**src/rtl/svm_pkg.sv**
```systemverilog
package svm_pkg;
  localparam int PIX_W      = 8;
  localparam int LUMA_SHIFT = 4;
  localparam int SUM_W      = PIX_W + LUMA_SHIFT;
  localparam int SPAN_MAX   = 6;
  localparam int SPAN_W     = 3;
  localparam int GAIN_W     = 4;
  localparam int GAIN_SHIFT = 2;
  localparam int LIM_W      = 7;
  localparam int DLY_W      = 4;
  localparam int DLY_MAX    = 7;
  localparam int LINE_DEPTH = 2 * DLY_MAX + 1;
  localparam int TAP_W      = $clog2(LINE_DEPTH);
  localparam int DIFF_W     = PIX_W + 1;
  localparam int PROD_W     = DIFF_W + GAIN_W;
  localparam int CODE_W     = 8;
  localparam int CODE_MID   = 1 << (CODE_W - 1);

  // strobes and selects from control to datapath
  typedef struct packed {
    logic             pixAdv;
    logic [TAP_W-1:0] tapSel;
  } svm_ctrl_t;
endpackage

```
**src/rtl/svm_ctrl.sv**
```systemverilog
module svm_ctrl
  import svm_pkg::*;
(
  input  logic                    clk,
  input  logic                    rstN,
  input  logic signed [DLY_W-1:0] delaySet,
  output svm_ctrl_t               ctrl
);
  logic phaseQ;
  int   dlyInt;

  always_ff @(posedge clk or negedge rstN) begin
    if (!rstN) phaseQ <= 1'b0;
    else       phaseQ <= ~phaseQ;
  end

  always_comb begin
    dlyInt = int'(delaySet);
    if (dlyInt < -DLY_MAX) dlyInt = -DLY_MAX;
    if (dlyInt > DLY_MAX)  dlyInt = DLY_MAX;
    ctrl.pixAdv = phaseQ;
    ctrl.tapSel = TAP_W'(dlyInt + DLY_MAX);
  end
endmodule

```
**src/rtl/svm_datapath.sv**
```systemverilog
module svm_datapath
  import svm_pkg::*;
(
  input  logic                     clk,
  input  logic                     rstN,
  input  svm_ctrl_t                ctrl,
  input  logic [PIX_W-1:0]         red,
  input  logic [PIX_W-1:0]         green,
  input  logic [PIX_W-1:0]         blue,
  input  logic                     osdSel,
  input  logic [SPAN_W-1:0]        spanA,
  input  logic [SPAN_W-1:0]        spanB,
  input  logic [GAIN_W-1:0]        gainA,
  input  logic [GAIN_W-1:0]        gainB,
  input  logic [PIX_W-1:0]         coreLevel,
  input  logic [LIM_W-1:0]         limitLevel,
  output logic signed [DIFF_W-1:0] diffOut,
  output logic [CODE_W-1:0]        codeOut,
  output logic [CODE_W-1:0]        svmCode
);
  // stage 1: luminance and select
  logic [SUM_W-1:0]  lumaSum;
  logic [PIX_W-1:0]  yQ;
  logic              sel1Q;
  logic [PIX_W-1:0]  histQ [SPAN_MAX];

  always_comb begin
    lumaSum = SUM_W'(red) * SUM_W'(5) + SUM_W'(green) * SUM_W'(9)
            + SUM_W'(blue) * SUM_W'(2);
  end

  always_ff @(posedge clk or negedge rstN) begin
    if (!rstN) begin
      yQ    <= '0;
      sel1Q <= 1'b0;
      for (int i = 0; i < SPAN_MAX; i++) histQ[i] <= '0;
    end else if (ctrl.pixAdv) begin
      yQ    <= lumaSum[SUM_W-1:LUMA_SHIFT];
      sel1Q <= osdSel;
      histQ[0] <= yQ;
      for (int i = 1; i < SPAN_MAX; i++) histQ[i] <= histQ[i-1];
    end
  end

  // stage 2: span differentiator
  logic [SPAN_W-1:0]        spanRaw;
  logic [SPAN_W-1:0]        spanIdx;
  logic [PIX_W-1:0]         prevY;
  logic signed [DIFF_W-1:0] diffC;
  logic signed [DIFF_W-1:0] diffQ;
  logic                     sel2Q;

  always_comb begin
    spanRaw = sel1Q ? spanB : spanA;
    if (spanRaw == '0)                         spanIdx = '0;
    else if (spanRaw > SPAN_W'(SPAN_MAX))      spanIdx = SPAN_W'(SPAN_MAX - 1);
    else                                       spanIdx = spanRaw - SPAN_W'(1);
    prevY = histQ[spanIdx];
    diffC = $signed({1'b0, yQ}) - $signed({1'b0, prevY});
  end

  always_ff @(posedge clk or negedge rstN) begin
    if (!rstN) begin
      diffQ <= '0;
      sel2Q <= 1'b0;
    end else if (ctrl.pixAdv) begin
      diffQ <= diffC;
      sel2Q <= sel1Q;
    end
  end

  // stage 3: coring, gain, limit, offset-binary encode
  logic              negC;
  logic [DIFF_W-1:0] magC;
  logic [DIFF_W-1:0] coredC;
  logic [GAIN_W-1:0] gainSel;
  logic [PROD_W-1:0] prodC;
  logic [LIM_W-1:0]  limC;
  logic [CODE_W-1:0] codeC;
  logic [CODE_W-1:0] codeQ;

  always_comb begin
    negC    = diffQ[DIFF_W-1];
    magC    = negC ? DIFF_W'(-diffQ) : DIFF_W'(diffQ);
    coredC  = (magC > {1'b0, coreLevel}) ? magC - {1'b0, coreLevel} : '0;
    gainSel = sel2Q ? gainB : gainA;
    prodC   = (PROD_W'(coredC) * PROD_W'(gainSel)) >> GAIN_SHIFT;
    limC    = (prodC > PROD_W'(limitLevel)) ? limitLevel : prodC[LIM_W-1:0];
    codeC   = negC ? CODE_W'(CODE_MID) - CODE_W'(limC)
                   : CODE_W'(CODE_MID) + CODE_W'(limC);
  end

  always_ff @(posedge clk or negedge rstN) begin
    if (!rstN)            codeQ <= CODE_W'(CODE_MID);
    else if (ctrl.pixAdv) codeQ <= codeC;
  end

  // half-pixel delay line, shifted every clock
  logic [CODE_W-1:0] lineQ [LINE_DEPTH];
  logic [CODE_W-1:0] outQ;

  always_ff @(posedge clk or negedge rstN) begin
    if (!rstN) begin
      for (int i = 0; i < LINE_DEPTH; i++) lineQ[i] <= CODE_W'(CODE_MID);
      outQ <= CODE_W'(CODE_MID);
    end else begin
      lineQ[0] <= codeQ;
      for (int i = 1; i < LINE_DEPTH; i++) lineQ[i] <= lineQ[i-1];
      outQ <= lineQ[ctrl.tapSel];
    end
  end

  assign diffOut = diffQ;
  assign codeOut = codeQ;
  assign svmCode = outQ;
endmodule

```
**src/rtl/svm_drive.sv**
```systemverilog
module svm_drive
  import svm_pkg::*;
(
  input  logic                    clk,
  input  logic                    rstN,
  input  logic [PIX_W-1:0]        red,
  input  logic [PIX_W-1:0]        green,
  input  logic [PIX_W-1:0]        blue,
  input  logic                    osdSel,
  input  logic [SPAN_W-1:0]       spanA,
  input  logic [SPAN_W-1:0]       spanB,
  input  logic [GAIN_W-1:0]       gainA,
  input  logic [GAIN_W-1:0]       gainB,
  input  logic [PIX_W-1:0]        coreLevel,
  input  logic [LIM_W-1:0]        limitLevel,
  input  logic signed [DLY_W-1:0] delaySet,
  output logic                    pixStrobe,
  output logic [CODE_W-1:0]       svmCode
);
  svm_ctrl_t                ctrlW;
  logic signed [DIFF_W-1:0] diffW;
  logic [CODE_W-1:0]        codeW;

  svm_ctrl ctrl_i (
    .clk(clk), .rstN(rstN), .delaySet(delaySet), .ctrl(ctrlW)
  );

  svm_datapath dp_i (
    .clk(clk), .rstN(rstN), .ctrl(ctrlW),
    .red(red), .green(green), .blue(blue), .osdSel(osdSel),
    .spanA(spanA), .spanB(spanB), .gainA(gainA), .gainB(gainB),
    .coreLevel(coreLevel), .limitLevel(limitLevel),
    .diffOut(diffW), .codeOut(codeW), .svmCode(svmCode)
  );

  assign pixStrobe = ctrlW.pixAdv;
endmodule

```
**config.mk**
```make
export PLATFORM = sky130hd
export DESIGN_NAME = svm_drive
export DESIGN_NICKNAME = d
export VERILOG_FILES = /design/src/rtl/svm_pkg.sv /design/src/rtl/svm_ctrl.sv /design/src/rtl/svm_datapath.sv /design/src/rtl/svm_drive.sv
export SDC_FILE = /design/constraint.sdc
export NUM_CORES = 1
export LEC_CHECK = 0
export ABC_CLOCK_PERIOD_IN_PS = 9000
export BUFFER_PORTS_ARGS = -buffer_cell sky130_fd_sc_hd__buf_4
export CORE_UTILIZATION = 30
export CTS_CLUSTER_SIZE = 25
export DETAILED_ROUTE_END_ITERATION = 16
export GPL_ROUTABILITY_DRIVEN = 0
export PLACE_DENSITY = 0.49
export SLEW_MARGIN = 20
export SYNTH_ARGS = -nofsm -noshare
export SYNTH_HDL_FRONTEND = slang
export SYNTH_SLANG_ARGS = --single-unit
```
**constraint.sdc**
```tcl
create_clock -name clk -period 9 [get_ports clk]
set_input_delay 1.8 -clock clk [delete_from_list [all_inputs] [get_ports clk]]
set_output_delay 1.8 -clock clk [all_outputs]
set_load 0.01 [all_outputs]
```
==> flow_summary.ini <==
[status]
outcome = finished, final reports clean

[floorplan]
die_w_um = 194
die-area_mm2 = 0.0376
die_h_um = 194
ios = 69
start_util_pct = 30.8
rows = 69
core_area_mm2 = 0.0359

[yosys]
synth_fp_nets = 1071
synth_cells = 902
syn_area_mm2 = 0.0110
synth.largest_area_cell = dfrtp_1
netlist_top_cells_area = dfrtp_1 (42%), ha_1 (8.4%), mux4_2 (6.5%)
synth_edf_count = 0
synth_warnings = 0
ys_ff_latch = 204
ys_types = 61
yosys.area.top_type_share_pct = 42.4
async_flop_share_pct = 100
synth_seq_area_share_pct = 46.4
synthFlopType = dfrtp_1
syn_avg_cell_area_um2 = 12.2

[timing]
slew_headroom_pct = 37.2
rsz0062_at_grt = false
finalClockSkew_ns = 0.00592
finalSetupViolCount = 0
layout_worst_path_cycle_share_pct = 92.9
hold_viol_final = 0
clock.fmax_mhz = 120
timing.hold.ws_ns = 0.360
tightest_slew_ns = 0.943
fin_setup_tns_ns = 0
slew_viol_final = 0
period_minus_slack_ns = 8.36

[worst_setup_path]
crit_arrival_ns = 8.76
crit_top_cell = ha_1
path_buf_inv = 4
crit_type = primary input to register
rrSetupSlack_ns = 0.97
max_stage_delay_ns = 0.62
cp.required_ns = 9.39
cp_slowest_cell = a31oi_2
crit_family = compound AO/OA/AOI/OAI gates
endpoint_kind = register
cp_max_fo = 17
startpoint_type = primary input

[global_routing]
grt_usage_pct = 11.6
grt_first_pass_wirelength_mm = 36.4
first_global_vias = 7152
grt_max_degree = 93
antenna_found_initial = 0
overflow = 0

[clock_network]
numCtsBuffers = 24
post-cts-setup-buffers = 0
ctsHoldBuffers = 0
cts_sinks = 204
cts-resized-gates = 0
cts_tree = built
cts_root_buf = clkbuf_16
clk_path_buf_depth = 3
cts-htree-levels = 1
clk_pin_slew_worst_paths_ns = 0.06
clk_latency_ns = 0.51

[detailed_routing]
drt_pass1_iterations = 4
wl_per_cell_um = 14.6
drtIter0Drc = 361
drt_wl_total_mm = 21.4
vias = 6992
vias_per_cell = 4.78
drc = 0
final_antenna_net_count = 0

[flow_run]
maxCapViolCount = 0

[placed_design]
io_buffers = 68
hpwlAfterDp_mm = 15.4
place_area_mm2 = 0.0122

[final_layout]
insertedDiodeCount = 0
final_area_mm2 = 0.0130
nets = 1154
area_delta_synth_final_pct = 17.6
drive_gt1_share_pct = 24.7
fill_cells = 3542

[worst_hold_path]
hold_class = register to register
==> cells in the final DEF, fill, tap and decap left out, types with 19 or more instances in the layout <==
cell	count
dfrtp_1	186
inv_1	94
buf_4	86
ha_1	74
mux2_2	57
mux2i_1	38
o21ai_0	36
nand2_1	35
fa_1	35
mux4_2	32
nor3_1	31
nor2_1	30
clkbuf_16	24
a21oi_1	23
xnor2_1	19
==> cell usage after synthesis (all sizes together), types with 2 or more instances <==
| cell type | n |
|---|---|
| a211o | 2 |
| a21boi | 3 |
| a21o | 9 |
| a21oi | 25 |
| a221oi | 2 |
| a31oi | 8 |
| a41oi | 3 |
| and3 | 2 |
| and4 | 2 |
| buf | 8 |
| clkbuf | 22 |
| dfrtp | 187 |
| dfstp | 17 |
| fa | 35 |
| ha | 74 |
| inv | 94 |
| mux2 | 58 |
| mux2i | 38 |
| mux4 | 32 |
| nand2 | 35 |
| nand2b | 17 |
| nand3 | 10 |
| nand4 | 9 |
| nor2 | 31 |
| nor2b | 8 |
| nor3 | 32 |
| nor4 | 5 |
| o2111ai | 4 |
| o211ai | 13 |
| o21a | 5 |
| o21ai | 37 |
| o21bai | 6 |
| o311ai | 2 |
| o31ai | 7 |
| or2 | 2 |
| or3 | 12 |
| or4 | 4 |
| xnor2 | 20 |
| xor2 | 9 |
==> final cells by class <==
type | instances | area, um^2 | share of cell area [%]
Clock inverter | 7 | 96.3 | 0.741
Clock buffer | 37 | 709 | 5.46
Tap cell | 461 | 577 | 4.44
Timing Repair Buffer | 87 | 659 | 5.07
Inverter | 94 | 353 | 2.71
Sequential cell | 204 | 5130 | 39.4
Multi-Input combinational cell | 574 | 5480 | 42.1
==> cell families after synthesis <==
family / Yosys count / share of synthesized area (%)
XOR/XNOR: 29 / 2.30
AND/OR/NAND/NOR: 173 / 8.19
multiplexers: 128 / 15.9
buffers and inverters: 124 / 4.28
adder cells (fa/ha/maj): 109 / 14.7
AO/OA/AOI/OAI: 135 / 8.21
flip-flops: 204 / 46.4
==> layer usage <==
metal	global-route usage (%)	routed length [um]	part of all wire, %
met5	0	0	0
met4	2.50	265	1.2
met3	1.93	730	3.4
met2	18.6	9930	46
met1	16.4	10500	49
==> worst paths after layout <==
kind                                 startpoint              end  cells past startpoint
worst max-delay path               coreLevel[1]  dp_i.codeOut[6]                     30
worst min-delay path             dp_i.lineQ[87]   dp_i.lineQ[79]                      0
worst max register to register  dp_i.diffOut[8]  dp_i.codeOut[6]                     32
worst min register to register   dp_i.lineQ[87]   dp_i.lineQ[79]                      0
max in group asynchronous                  rstN    ctrl_i.phaseQ                      2
min in group asynchronous                  rstN   dp_i.lineQ[20]                      1
==> stage by stage <==
stage / utilization [%] / std cells / worst slack, ns
2_1_floorplan: - / 902 / 0.406
3_3_place_gp: 33.9 / 1420 / 0.256
3_5_place_dp: 33.9 / 1420 / 0.122
4_1_cts: 36.2 / 1464 / 0.646
5_1_grt: 36.2 / 1464 / 0.0774
6_report: 36.2 / 1464 / 0.638
==> worst register-to-register path, delay by kind of cell, from the launching register on <==
kind / cells / cell delay [ns]
adders and majority gates: 6 / 2.34
AOI/OAI and AO/OA: 13 / 2.80
and+or+nand+nor: 9 / 1.52
buffers and inverters: 3 / 0.29
DFF: 1 / 0.73
xor gates and xnor gates: 1 / 0.22
==> registers in the layout, summed over array words and instances, names as in the netlist <==
register       cells
dp_i.lineQ       120
dp_i.histQ        48
dp_i.diffOut       9
dp_i.codeOut       8
dp_i.svmCode       8
dp_i.yQ            8
ctrl_i.phaseQ      1
dp_i.sel1Q         1
dp_i.sel2Q         1
Power is left out: the tool's default activity adds up to more than one toggle a clock period on the data nets, which glitch-free logic cannot reach.
